[src/rtl/irqc_pkg.sv]
package irqc_pkg;
  localparam int NUM_BANKS = 2;

  typedef enum logic [1:0] {
    RD_NONE  = 2'd0,
    RD_EVENT = 2'd1,
    RD_MASK  = 2'd2,
    RD_LEVEL = 2'd3
  } rdSel_e;

  typedef struct packed {
    logic   maskWr;
    logic   clearWr;
    logic   bankSel;
    logic   rdEn;
    rdSel_e rdSel;
  } ctrlStrobe_t;
endpackage

[src/rtl/irqc_ctrl.sv]
module irqc_ctrl
  import irqc_pkg::*;
#(
  parameter int ADDR_W = 12
) (
  input  logic              wrEn,
  input  logic              rdEn,
  input  logic [ADDR_W-1:0] addr,
  output ctrlStrobe_t       strobe
);
  localparam int IDX_W = ADDR_W - 4;

  logic [IDX_W-1:0] bankIdx;
  logic [3:0]       regOff;
  logic             bankHit;

  assign bankIdx = addr[ADDR_W-1:4];
  assign regOff  = addr[3:0];
  assign bankHit = (bankIdx >= IDX_W'(1)) && (bankIdx <= IDX_W'(NUM_BANKS));

  always_comb begin
    strobe         = '0;
    strobe.bankSel = (bankIdx == IDX_W'(2));
    strobe.rdEn    = rdEn;
    strobe.maskWr  = wrEn && bankHit && (regOff == 4'h4);
    strobe.clearWr = wrEn && bankHit && (regOff == 4'h8);
    strobe.rdSel   = RD_NONE;
    if (bankHit) begin
      unique case (regOff)
        4'h0:    strobe.rdSel = RD_EVENT;
        4'h4:    strobe.rdSel = RD_MASK;
        4'hC:    strobe.rdSel = RD_LEVEL;
        default: strobe.rdSel = RD_NONE;
      endcase
    end
  end
endmodule

[src/rtl/irqc_datapath.sv]
module irqc_datapath
  import irqc_pkg::*;
#(
  parameter int BANK_W      = 32,
  parameter int SYNC_STAGES = 2,
  parameter logic [NUM_BANKS*BANK_W-1:0] LEVEL_TYPE = 64'h1FF00000_00000000
) (
  input  logic                                 clk,
  input  logic                                 rstN,
  input  logic [NUM_BANKS*BANK_W-1:0]          irqIn,
  input  logic [BANK_W-1:0]                    wrData,
  input  ctrlStrobe_t                          strobe,
  output logic [BANK_W-1:0]                    rdData,
  output logic                                 irqOut,
  output logic [NUM_BANKS-1:0][BANK_W-1:0]     evState,
  output logic [NUM_BANKS-1:0][BANK_W-1:0]     mskState
);
  localparam int NUM_LINES = NUM_BANKS * BANK_W;

  logic [SYNC_STAGES-1:0][NUM_LINES-1:0] syncQ;
  logic [NUM_LINES-1:0]                  syncd;
  logic [NUM_BANKS-1:0][BANK_W-1:0]      lvlState;
  logic [NUM_BANKS-1:0]                  bankReq;

  always_ff @(posedge clk or negedge rstN) begin
    if (!rstN) begin
      syncQ <= '0;
    end else begin
      syncQ[0] <= irqIn;
      for (int i = 1; i < SYNC_STAGES; i++) syncQ[i] <= syncQ[i-1];
    end
  end
  assign syncd = syncQ[SYNC_STAGES-1];

  for (genvar b = 0; b < NUM_BANKS; b++) begin : gBank
    localparam logic [BANK_W-1:0] LVL_TYPE = LEVEL_TYPE[b*BANK_W +: BANK_W];

    logic [BANK_W-1:0] lineNow, prevQ, evQ, mskQ, lvlQ, riseSet, clrBits;
    logic              bankHit;

    assign lineNow = syncd[(NUM_BANKS-1-b)*BANK_W +: BANK_W];
    assign bankHit = (int'(strobe.bankSel) == b);
    assign riseSet = lineNow & ~prevQ & ~LVL_TYPE;
    assign clrBits = (strobe.clearWr && bankHit) ? (wrData & ~LVL_TYPE) : '0;

    always_ff @(posedge clk or negedge rstN) begin
      if (!rstN) begin
        prevQ <= '0;
        evQ   <= '0;
        mskQ  <= '0;
        lvlQ  <= '0;
      end else begin
        prevQ <= lineNow;
        lvlQ  <= lineNow;
        evQ   <= (evQ & ~clrBits) | riseSet;
        if (strobe.maskWr && bankHit) mskQ <= wrData;
      end
    end

    assign bankReq[b]  = |((evQ | (lvlQ & LVL_TYPE)) & mskQ);
    assign evState[b]  = evQ;
    assign mskState[b] = mskQ;
    assign lvlState[b] = lvlQ;
  end

  logic [BANK_W-1:0] rdMux;
  always_comb begin
    unique case (strobe.rdSel)
      RD_EVENT: rdMux = evState[strobe.bankSel];
      RD_MASK:  rdMux = mskState[strobe.bankSel];
      RD_LEVEL: rdMux = lvlState[strobe.bankSel];
      default:  rdMux = '0;
    endcase
  end

  always_ff @(posedge clk or negedge rstN) begin
    if (!rstN) begin
      rdData <= '0;
      irqOut <= 1'b0;
    end else begin
      irqOut <= |bankReq;
      if (strobe.rdEn) rdData <= rdMux;
    end
  end
endmodule

[src/rtl/irqc_top.sv]
module irqc_top
  import irqc_pkg::*;
#(
  parameter int ADDR_W      = 12,
  parameter int BANK_W      = 32,
  parameter int SYNC_STAGES = 2
) (
  input  logic                        clk,
  input  logic                        rstN,
  input  logic [NUM_BANKS*BANK_W-1:0] irqIn,
  input  logic                        wrEn,
  input  logic                        rdEn,
  input  logic [ADDR_W-1:0]           addr,
  input  logic [BANK_W-1:0]           wrData,
  output logic [BANK_W-1:0]           rdData,
  output logic                        irqOut
);
  ctrlStrobe_t                      strobe;
  logic [NUM_BANKS-1:0][BANK_W-1:0] evState;
  logic [NUM_BANKS-1:0][BANK_W-1:0] mskState;

  irqc_ctrl #(.ADDR_W(ADDR_W)) uCtrl (
    .wrEn   (wrEn),
    .rdEn   (rdEn),
    .addr   (addr),
    .strobe (strobe)
  );

  irqc_datapath #(.BANK_W(BANK_W), .SYNC_STAGES(SYNC_STAGES)) uDp (
    .clk      (clk),
    .rstN     (rstN),
    .irqIn    (irqIn),
    .wrData   (wrData),
    .strobe   (strobe),
    .rdData   (rdData),
    .irqOut   (irqOut),
    .evState  (evState),
    .mskState (mskState)
  );
endmodule

[config.mk]
export PLATFORM = sky130hd
export DESIGN_NAME = irqc_top
export DESIGN_NICKNAME = d
export VERILOG_FILES = /design/src/rtl/irqc_pkg.sv /design/src/rtl/irqc_ctrl.sv /design/src/rtl/irqc_datapath.sv /design/src/rtl/irqc_top.sv
export SDC_FILE = /design/constraint.sdc
export NUM_CORES = 1
export LEC_CHECK = 0
export CAP_MARGIN = 25
export CELL_PAD_IN_SITES_DETAIL_PLACEMENT = 0
export CELL_PAD_IN_SITES_GLOBAL_PLACEMENT = 2
export CORE_AREA = 2 2 185 169
export CTS_CLUSTER_SIZE = 8
export DETAILED_ROUTE_END_ITERATION = 7
export DIE_AREA = 0 0 187 171
export PLACE_DENSITY = 0.93
export RECOVER_POWER = 100
export SLEW_MARGIN = 30
export SYNTH_ARGS = -nofsm -noshare
export SYNTH_HDL_FRONTEND = slang
export SYNTH_HIERARCHICAL = 1
export SYNTH_SLANG_ARGS = --single-unit
[constraint.sdc]
create_clock -name clk -period 2.6 [get_ports clk]
set_input_delay 0.52 -clock clk [delete_from_list [all_inputs] [get_ports clk]]
set_output_delay 0.52 -clock clk [all_outputs]
set_load 0.02 [all_outputs]
==> results of run 1 <==
## final cells by class
type,instances,area [µm²]
Clock inverter,2,17.5
Clock buffer,49,1230
Multi-Input combinational cell,429,3390
Inverter,56,210
Timing Repair Buffer,194,1870
Tap cell,409,512
Fill cell,2544,14500
Sequential cell,344,8610
## sequential cells by signal (all words and copies together) (netlist names)
register / cells
uDp/gBank.evQ: 55
uDp/gBank.lvlQ: 64
uDp/gBank.mskQ: 64
uDp/irqOut: 1
uDp/rdData: 32
uDp/syncQ: 64
uDp/syncd: 64
## stage by stage
step	std cells	setup WS, ns	hold WS [ns]	util (%)	setup TNS, ns
4_1_cts	1483	0.0753	0.335	52.7	0
3_3_place_gp	1431	-0.415	0.332	48.5	-35.46
6_report	1483	0.113	0.332	52.2	0
5_1_grt	1483	0.00266	0.336	52.2	0
2_1_floorplan	868	0.187	0.224	-	0
3_5_place_dp	1431	-0.474	0.335	48.5	-45.41
## power groups by stage
stage	registers, mW	clock network (mW)	logic, mW
final	5.65	5.33	0.488
after CTS	5.65	5.48	0.541
after global routing	5.66	5.72	0.544
after floorplan	5.73	0	0.0843
after detailed placement	5.73	0	0.537
after global placement	5.73	0	0.532
## what timing repair did
action	in CTS	in global routing
setup endpoints to repair	0	10
hold buffers	1	0
endpoints found under the hold margin	61	0
resized for setup	0	2
## worst paths after layout
| path | start | to | slack, ns | depth (start not counted) |
|---|---|---|---|---|
| setup / recovery | addr[9] | uDp/gBank[0].mskQ[20]$_DFFE_PN0P_ | 0.11 | 8 |
| setup reg to reg | uDp/gBank[1].mskQ[20]$_DFFE_PN0P_ | uDp/irqOut$_DFF_PN0_ | 0.56 | 4 |
| min in group asynchronous | rstN | uDp/syncQ[35]$_DFF_PN0_ | 1.00 | 2 |
| max in group asynchronous | rstN | uDp/syncQ[6]$_DFF_PN0_ | 0.38 | 3 |
| hold reg to reg | uDp/syncQ[0]$_DFF_PN0_ | uDp/syncd[0]$_DFF_PN0_ | 0.33 | 0 |
| hold / removal | uDp/syncQ[0]$_DFF_PN0_ | uDp/syncd[0]$_DFF_PN0_ | 0.33 | 0 |
## per-layer routing
layer	track usage, %	vias to the layer above
met5	0	-
met4	6.73	6
met3	5.35	58
met2	29.4	261
met1	27.2	3936
li1	-	3412
==> flow_summary.yaml, run 1 <==
run_status:
  status: "complete, but fails checks"
  violations: "max-capacitance violations, max-slew violations"
global_routing:
  overflow: 0
  grt_pass1_vias: 8174
  grt_pass1_wl_um: 47300
  grt_usage_pct: 19.4
  grt_max_degree: 68
  antenna_found_initial: 3
final_layout:
  final_common_cell: "dfrtp_1"
  design_area_um2: 15800
  areaGrowthSynthToFinish_pct: 27.6
  drive_above_1_share_pct: 20.5
  diodes: 0
  mostFrequentLayoutCells: "dfrtp_1 (344), nand2_1 (113), dlygate4sd3_1 (98)"
  nets: 1185
hold_path:
  hp-class: "register to register"
clock_network:
  clock-sinks: 344
  cts_tree: "yes"
  cts-root-buf: "clkbuf_16"
  cts_buffer_depth: 3
  post_cts_buffers: 0
  clock_latency_ns: 0.54
  clk_pin_slew_worst_paths_ns: 0.05
  cts_made_buffers: 48
  htree_levels: 2
route:
  wl_met3_um: 2240
  met1Wirelength_um: 13300
  drc: 0
  wl_per_cell_um: 20.2
  wl_met2_um: 13600
  wl_um: 29900
  drtPass1Iterations: 7
  routed_via_density: 5.17
  antenna_left: 0
  drtIter0Drc: 504
  num_vias: 7673
  top_layer: "met5"
critical_path:
  path_buf_inv: 3
  end_kind: "register"
  worstPathArrival_ns: 2.90
  criticalPathCategory: "primary input to register"
  crit_family: "buffers and inverters"
  cpMostUsedCell: "buf_4"
  worstPathRequired_ns: 3.01
  slowest_delay_ns: 0.42
  crit_chain: "clkdlybuf4s50_1, nor4_2, nand2_1, buf_4, nor3_1, nor2b_1, buf_4, mux2_2"
  critPathLaunchType: "primary input"
  worst-path-max-fanout: 27
  cp_slowest_cell: "clkdlybuf4s50_1"
yosys:
  ys.warnings.count: 6
  syn_area_um2: 12400
  synth_nets: 980
  avgSynthCellArea_um2: 14.3
  synthCells: 868
placement:
  dpl_cell_area_um2: 14700
  dp_hpwl_um: 20500
  port_buffers: 144
  gp_congestion: 0.840
sta:
  fmax_ghz: 0.402
  period_share_pct: 95.6
  report.final.slew_viol_count: 68
  final_hold_viol_count: 0
  rsz0062_at_grt: "false"
  min_period_ns: 2.49
  setup_viol: 0
  tightest_slew_ns: 1.75
  relSlewSlack_pct: -16.6
  skew_ns: 0.0186
die:
  die_w_um: 187
  die_h_um: 171
  row_count: 61
  boundaryPins: 145
  dieArea_um2: 32000
  core_area_um2: 30300
  initial_utilization_pct: 40.9
power_and_ir_drop:
  p_leak_nw: 7.22
  switching_share_pct: 21.1
  p_int_mw: 9.05
  p_comb_share_pct: 4.3
  power_mw: 11.5
  powerDensity_nw_per_um2: 725
  clockPowerShare_pct: 46.5
  power.share.sequential_pct: 49.3
  p_sw_mw: 2.42
  vdd_drop_max_mv: 0.591
flow_run:
  cap_violations: 1
No activity file was read; power rests on OpenSTA's default activity.
==> inputs of run 2 (changes only) <==
--- a/config.mk
+++ b/config.mk
@@ -5,17 +5,17 @@
 export SDC_FILE = /design/constraint.sdc
 export NUM_CORES = 1
 export LEC_CHECK = 0
+export ABC_AREA = 1
 export CAP_MARGIN = 25
 export CELL_PAD_IN_SITES_DETAIL_PLACEMENT = 0
 export CELL_PAD_IN_SITES_GLOBAL_PLACEMENT = 2
-export CORE_AREA = 2 2 185 169
+export CORE_AREA = 2 2 199 181
 export CTS_CLUSTER_SIZE = 8
 export DETAILED_ROUTE_END_ITERATION = 7
-export DIE_AREA = 0 0 187 171
-export PLACE_DENSITY = 0.93
+export DIE_AREA = 0 0 201 183
+export PLACE_DENSITY = 0.94
 export RECOVER_POWER = 100
 export SLEW_MARGIN = 30
 export SYNTH_ARGS = -nofsm -noshare
 export SYNTH_HDL_FRONTEND = slang
-export SYNTH_HIERARCHICAL = 1
 export SYNTH_SLANG_ARGS = --single-unit
==> run 2 against run 1 <==
Clock skew shrank 0.0059 ns. The run now ends clean. Area after synthesis grew 5.2%. Total power shrank 1.1%. Sequential share of layout area shrank 2.0 points. Core utilization shrank 4.9 points. Cell count grew 38%. Global-route usage shrank 1.4 points. Count of clock-buffer cells in the layout is the same. Critical path type unchanged. Largest cell class unchanged. Largest power group unchanged. Die area grew 15%.
==> flow_summary.yaml, run 2 <==
critical_path:
  path_buf_inv: 2
  worst-path-max-fanout: 64
  worst-path-stages: 10
  critPathLaunchType: "primary input"
  end_kind: "register"
  r2r_start: "uDp.gBank[0].evQ[31]$_DFF_PN0_"
  worstPathArrival_ns: 2.58
  cpMostUsedCell: "nand2_1"
  slowest_delay_ns: 0.53
  cp_slowest_cell: "dlygate4sd3_1"
  crit_family: "simple AND/OR/NAND/NOR gates"
  crit_chain: "dlygate4sd3_1, nor2_1, nand2_1, nor2_1, nand2_1, nor3_1, nand2_2, buf_6, nand2_1, o21ai_0"
  startpoint: "addr[9]"
  worstPathRequired_ns: 2.98
  r2r_setup_slack_ns: 1.23
  rr_worst_depth: 6
  criticalPathCategory: "primary input to register"
clock_network:
  cts_tree: "yes"
  cts-root-buf: "clkbuf_16"
  ctsResizeCount: 0
  clock-sinks: 344
  clock_latency_ns: 0.53
  clk_pin_slew_worst_paths_ns: 0.05
  cts_made_buffers: 48
  cts_buffer_depth: 3
  htree_levels: 2
die:
  die_w_um: 201
  core_area_um2: 34700
  row_count: 65
  die_h_um: 183
  boundaryPins: 145
  dieArea_um2: 36800
  initial_utilization_pct: 37.6
placement:
  port_buffers: 144
  gp_congestion: 0.753
  dp_hpwl_um: 20400
final_layout:
  diodes: 0
  nets: 1687
  final_common_cell: "nand2_1"
  mostFrequentLayoutCells: "nand2_1 (597), dfrtp_1 (344), o21ai_0 (132)"
  nFillCells: 3290
  drive_above_1_share_pct: 5.21
  areaGrowthSynthToFinish_pct: 26.0
route:
  wl_per_cell_um: 15.7
  wl_um: 32000
  routed_via_density: 4.64
  drtPass1Iterations: 4
  drc: 0
  antenna_left: 0
  drtIter0Drc: 533
  num_vias: 9472
global_routing:
  grtUsageMet1_pct: 26.0
  antenna_found_initial: 0
  grtUsageMet3_pct: 3.73
  busiest_layer: "met2"
  grt_usage_pct: 18.0
  grt_pass1_vias: 9607
  grt_max_degree: 86
  overflow: 0
  grt_use_met2_pct: 27.6
  grt_pass1_wl_um: 52400
sta:
  report.final.slew_viol_count: 0
  fmax_ghz: 0.453
  relSlewSlack_pct: 18.6
  min_period_ns: 2.21
  rsz0062_at_grt: "false"
  skew_ns: 0.0127
  period_share_pct: 84.8
  tns_ns: 0
  tightest_slew_ns: 1.22
  whs_ns: 0.337
  setup_viol: 0
  final_hold_viol_count: 0
yosys:
  synthArstFlopShare_pct: 100
  syn_area_um2: 13000
  synth_nets: 1523
  synth_common_cells: "nand2_1 (600), dfrtp_1 (344), o21ai_0 (123)"
  seq_area_frac_synth_pct: 66.0
  ys.warnings.count: 0
  synth.most_common_cell: "nand2_1"
  yosysTopAreaCellShare_pct: 66.0
  synth_edf_count: 0
  synth_area_leaders: "dfrtp_1 (66%), nand2_1 (17%), o21ai_0 (4.7%), nand3_1 (4.0%), inv_1 (3.5%)"
  synthCells: 1411
  ys_types: 22
  synth_ff_type: "dfrtp_1"
  avgSynthCellArea_um2: 9.25
  synth_seq_cells: 344
  synth_area_leader_cell: "dfrtp_1"
power_and_ir_drop:
  powerDensity_nw_per_um2: 690
  p_leak_nw: 8.23
  switching_share_pct: 20.9
  p_int_mw: 8.98
  power.share.sequential_pct: 49.3
  p_sw_mw: 2.37
  clockPowerShare_pct: 46.8
  vdd_drop_max_mv: 0.391
  p_comb_share_pct: 3.9
hold_path:
  min_from: "uDp.syncQ[0]$_DFF_PN0_"
  hold_path_depth: 0
  hp-class: "register to register"
flow_run:
  cap_violations: 0
run_status:
  status: "complete, no violations"
==> run 2: cell type report <==
type                    count  area, µm²  share of cell area [%]
flip-flops and latches    344       8610                    52.4
multi-input cells         891       3760                    22.9
repair buffers            170       1800                    11.0
clock buffers              49       1230                    7.46
well taps                 469        587                    3.57
inverters                 120        450                    2.74
==> run 2: timing repair <==
item	in CTS	in global routing
setup endpoints to repair	0	0
setup buffers	0	0
hold buffers	1	0
hold endpoints to repair	38	0
==> run 2: power by group through the flow <==
stage | clock, mW | combinational [mW] | sequential, mW
after global placement | 0 | 0.475 | 5.67
after detailed placement | 0 | 0.477 | 5.68
final | 5.31 | 0.440 | 5.59
after floorplan | 0 | 0.103 | 5.66
after global routing | 5.73 | 0.501 | 5.60
after CTS | 5.48 | 0.481 | 5.59
==> run 2: worst register-to-register path, delay by kind of cell (launching register included) <==
kind	cells	cell delay (ns)
simple gates	6	0.87
flops	1	0.40
==> run 2: layer usage <==
metal	part of all wire, %	vias to the layer above
li1	-	4710
met1	49	4497
met2	44	216
met3	5.5	49
met4	2.1	0
met5	0	-
==> run 2: stage by stage <==
step,instance area [µm²],utilization (%),instances,setup slack [ns],total power [mW]
global route,16400,47.3,2043,0.218,11.8
global placement,15200,43.9,1993,0.157,6.15
finish,16400,47.3,2043,0.395,11.3
detailed placement,15200,43.9,1993,0.101,6.16
floorplan,13000,-,1411,0.775,5.76
CTS,16500,47.4,2043,0.471,11.6
==> run 2: path summary, 6_finish.rpt <==
path,to
worst max-delay path,uDp.gBank[1].mskQ[9]$_DFFE_PN0P_
worst min register to register,uDp.syncd[0]$_DFF_PN0_
worst max register to register,uDp.irqOut$_DFF_PN0_
max in group asynchronous,uDp.syncd[54]$_DFF_PN0_
worst min-delay path,uDp.syncd[0]$_DFF_PN0_
min in group asynchronous,uDp.gBank[0].evQ[8]$_DFF_PN0_
==> run 2: cell families (layout without fill, tap and decap cells) <==
group	Yosys count	after routing	synth area share, %
and+or+nand+nor	743	743	22.7
xor gates and xnor gates	1	1	0.0672
AOI/OAI and AO/OA	147	147	5.96
buffers and inverters	176	339	5.28
DFF	344	344	66.0
==> inputs of run 3 (changes only) <==
--- a/config.mk
+++ b/config.mk
@@ -9,11 +9,11 @@
 export CAP_MARGIN = 25
 export CELL_PAD_IN_SITES_DETAIL_PLACEMENT = 0
 export CELL_PAD_IN_SITES_GLOBAL_PLACEMENT = 2
-export CORE_AREA = 2 2 199 181
+export CORE_AREA = 2 2 220 200
 export CTS_CLUSTER_SIZE = 8
 export DETAILED_ROUTE_END_ITERATION = 7
-export DIE_AREA = 0 0 201 183
-export PLACE_DENSITY = 0.94
+export DIE_AREA = 0 0 222 202
+export PLACE_DENSITY = 0.84
 export RECOVER_POWER = 100
 export SLEW_MARGIN = 30
 export SYNTH_ARGS = -nofsm -noshare
==> constraint.sdc (replaced) <==
create_clock -name clk -period 1.98 [get_ports clk]
set_input_delay 0.396 -clock clk [delete_from_list [all_inputs] [get_ports clk]]
set_output_delay 0.396 -clock clk [all_outputs]
set_load 0.02 [all_outputs]
==> run 3 against run 2 <==
Largest cell class unchanged. Critical path type is now register to output pin. Count of clock-buffer cells in the layout rose by 4. Die area rose by 22%. Critical path depth fell by 9. Worst setup slack got worse by 0.33 ns.
==> flow_summary.yaml, run 3 (synthesized netlist as in run 2, its figures left out) <==
power_and_ir_drop:
  powerDensity_nw_per_um2: 909
  p_leak_nw: 8.27
  power_mw: 15.3
  vdd_drop_max_mv: 0.529
die:
  boundaryPins: 145
  die_w_um: 222
  die_h_um: 202
  row_count: 72
  core_area_um2: 42600
  dieArea_um2: 44800
  initial_utilization_pct: 30.6
route:
  wl_met3_um: 1430
  routed_via_density: 4.39
  num_vias: 9478
  met1Wirelength_um: 17000
  antenna_left: 0
  drtPass1Iterations: 4
  top_layer: "met4"
  wl_um: 34000
  wl_per_cell_um: 15.8
  drtIter0Drc: 433
  wl_met2_um: 14700
  drc: 0
critical_path:
  worstPathRequired_ns: 1.58
  crit_chain: "clkdlybuf4s50_1"
  timing.rr.end: "uDp.irqOut$_DFF_PN0_"
  worstPathArrival_ns: 1.52
  criticalPathCategory: "register to output pin"
  startpoint: "uDp.rdData[29]$_DFFE_PN0P_"
  cp_slowest_cell: "clkdlybuf4s50_1"
  r2r_setup_slack_ns: 0.44
  critPathLaunchType: "register"
  rr_worst_depth: 6
  worst-path-max-fanout: 2
  slowest_delay_ns: 0.61
  r2r_start: "uDp.gBank[0].evQ[31]$_DFF_PN0_"
  path_buf_inv: 1
  crit_family: "buffers and inverters"
  end_kind: "output pin"
sta:
  skew_ns: 0.0200
  setup_viol: 0
  final_hold_viol_count: 0
  fmax_ghz: 0.521
  tightest_slew_ns: 1.07
  report.final.slew_viol_count: 0
  min_period_ns: 1.92
  rsz0062_at_grt: "false"
  relSlewSlack_pct: 28.4
  period_share_pct: 97.0
placement:
  dpl_cell_area_um2: 15600
  dp_hpwl_um: 22600
  gp_congestion: 0.772
  port_buffers: 144
final_layout:
  design_area_um2: 16800
  mostFrequentLayoutCells: "nand2_1 (597), dfrtp_1 (344), o21ai_0 (131)"
  final_common_cell: "nand2_1"
  diodes: 0
  nets: 1711
  postLayoutCoreUtil_pct: 39.4
  drive_above_1_share_pct: 6.99
  areaGrowthSynthToFinish_pct: 28.6
global_routing:
  grt_max_degree: 80
  grt_usage_pct: 15.8
  grt_pass1_vias: 9840
  antenna_found_initial: 0
  overflow: 0
  grt_pass1_wl_um: 55500
clock_network:
  cts-root-buf: "clkbuf_16"
  cts_buffer_depth: 3
  htree_levels: 2
  clk_pin_slew_worst_paths_ns: 0.05
  cts_made_buffers: 49
  clock_latency_ns: 0.57
  clock-sinks: 344
  cts_tree: "yes"
hold_path:
  hp-class: "primary input to async pin"
run_status:
  status: "complete, no violations"
flow_run:
  cap_violations: 0
-- run 3: changes by cell type in the layout (fill, tap and decap cells not counted), moves of 4 or more --
cell,previous run,this run
dlygate4sd3_1,99,65
clkbuf_4,0,4
clkdlybuf4s50_1,45,66
dlygate4sd2_1,0,7
clkbuf_1,0,8
buf_4,9,24
-- run 3: worst max-delay path by stage --
| stage | to | slack, ns | cells past startpoint |
|---|---|---|---|
| floorplan | uDp.gBank[0].mskQ[13]$_DFFE_PN0P_ | 0.28 | 9 |
| global placement | uDp.gBank[0].evQ[11]$_DFF_PN0_ | -0.37 | 10 |
| detailed placement | uDp.gBank[0].evQ[15]$_DFF_PN0_ | -0.42 | 10 |
| CTS | rdData[16] | 0.002 | 1 |
| global route | rdData[17] | 0.002 | 1 |
| finish | rdData[29] | 0.06 | 1 |
-- run 3: area by class of cell --
type / count / area, µm²
inverters: 120 / 450
well taps: 555 / 694
clock inverters: 2 / 17.5
flip-flops and latches: 344 / 8610
fillers: 4266 / 25800
clock buffers: 53 / 1280
multi-input cells: 891 / 3770
repair buffers: 193 / 1950
-- run 3: through the flow --
stage	hold WS, ns	setup slack (ns)	cells	TNS (ns)
final	0.238	0.0600	2158	0
after global routing	0.234	0.00198	2158	0
after CTS	0.219	0.00178	2158	0
after detailed placement	0.256	-0.425	2102	-52.91
after global placement	0.254	-0.371	2102	-45.77
after floorplan	0.100	0.279	1411	0
-- run 3: report_power, final --
part / internal (mW) / total (mW) / switching, mW
Sequential: 7.26 / 7.35 / 0.0909
Combinational: 0.250 / 0.588 / 0.338
Clock: 4.49 / 7.32 / 2.83
Total: 12.0 / 15.3 / 3.26
-- run 3: routing by layer --
metal  track usage, %  vias up
met2             23.5      197
li1                 -     4759
met5                0        -
met3             3.18       60
met4             5.74        0
met1             23.0     4462
-- run 3: timing repair --
action | 4_1_cts | 5_1_grt
endpoints found under the setup margin | 7 | 26
setup buffers | 0 | 0
resized for setup | 7 | 8
hold buffers | 1 | 0
hold endpoints to repair | 68 | 0
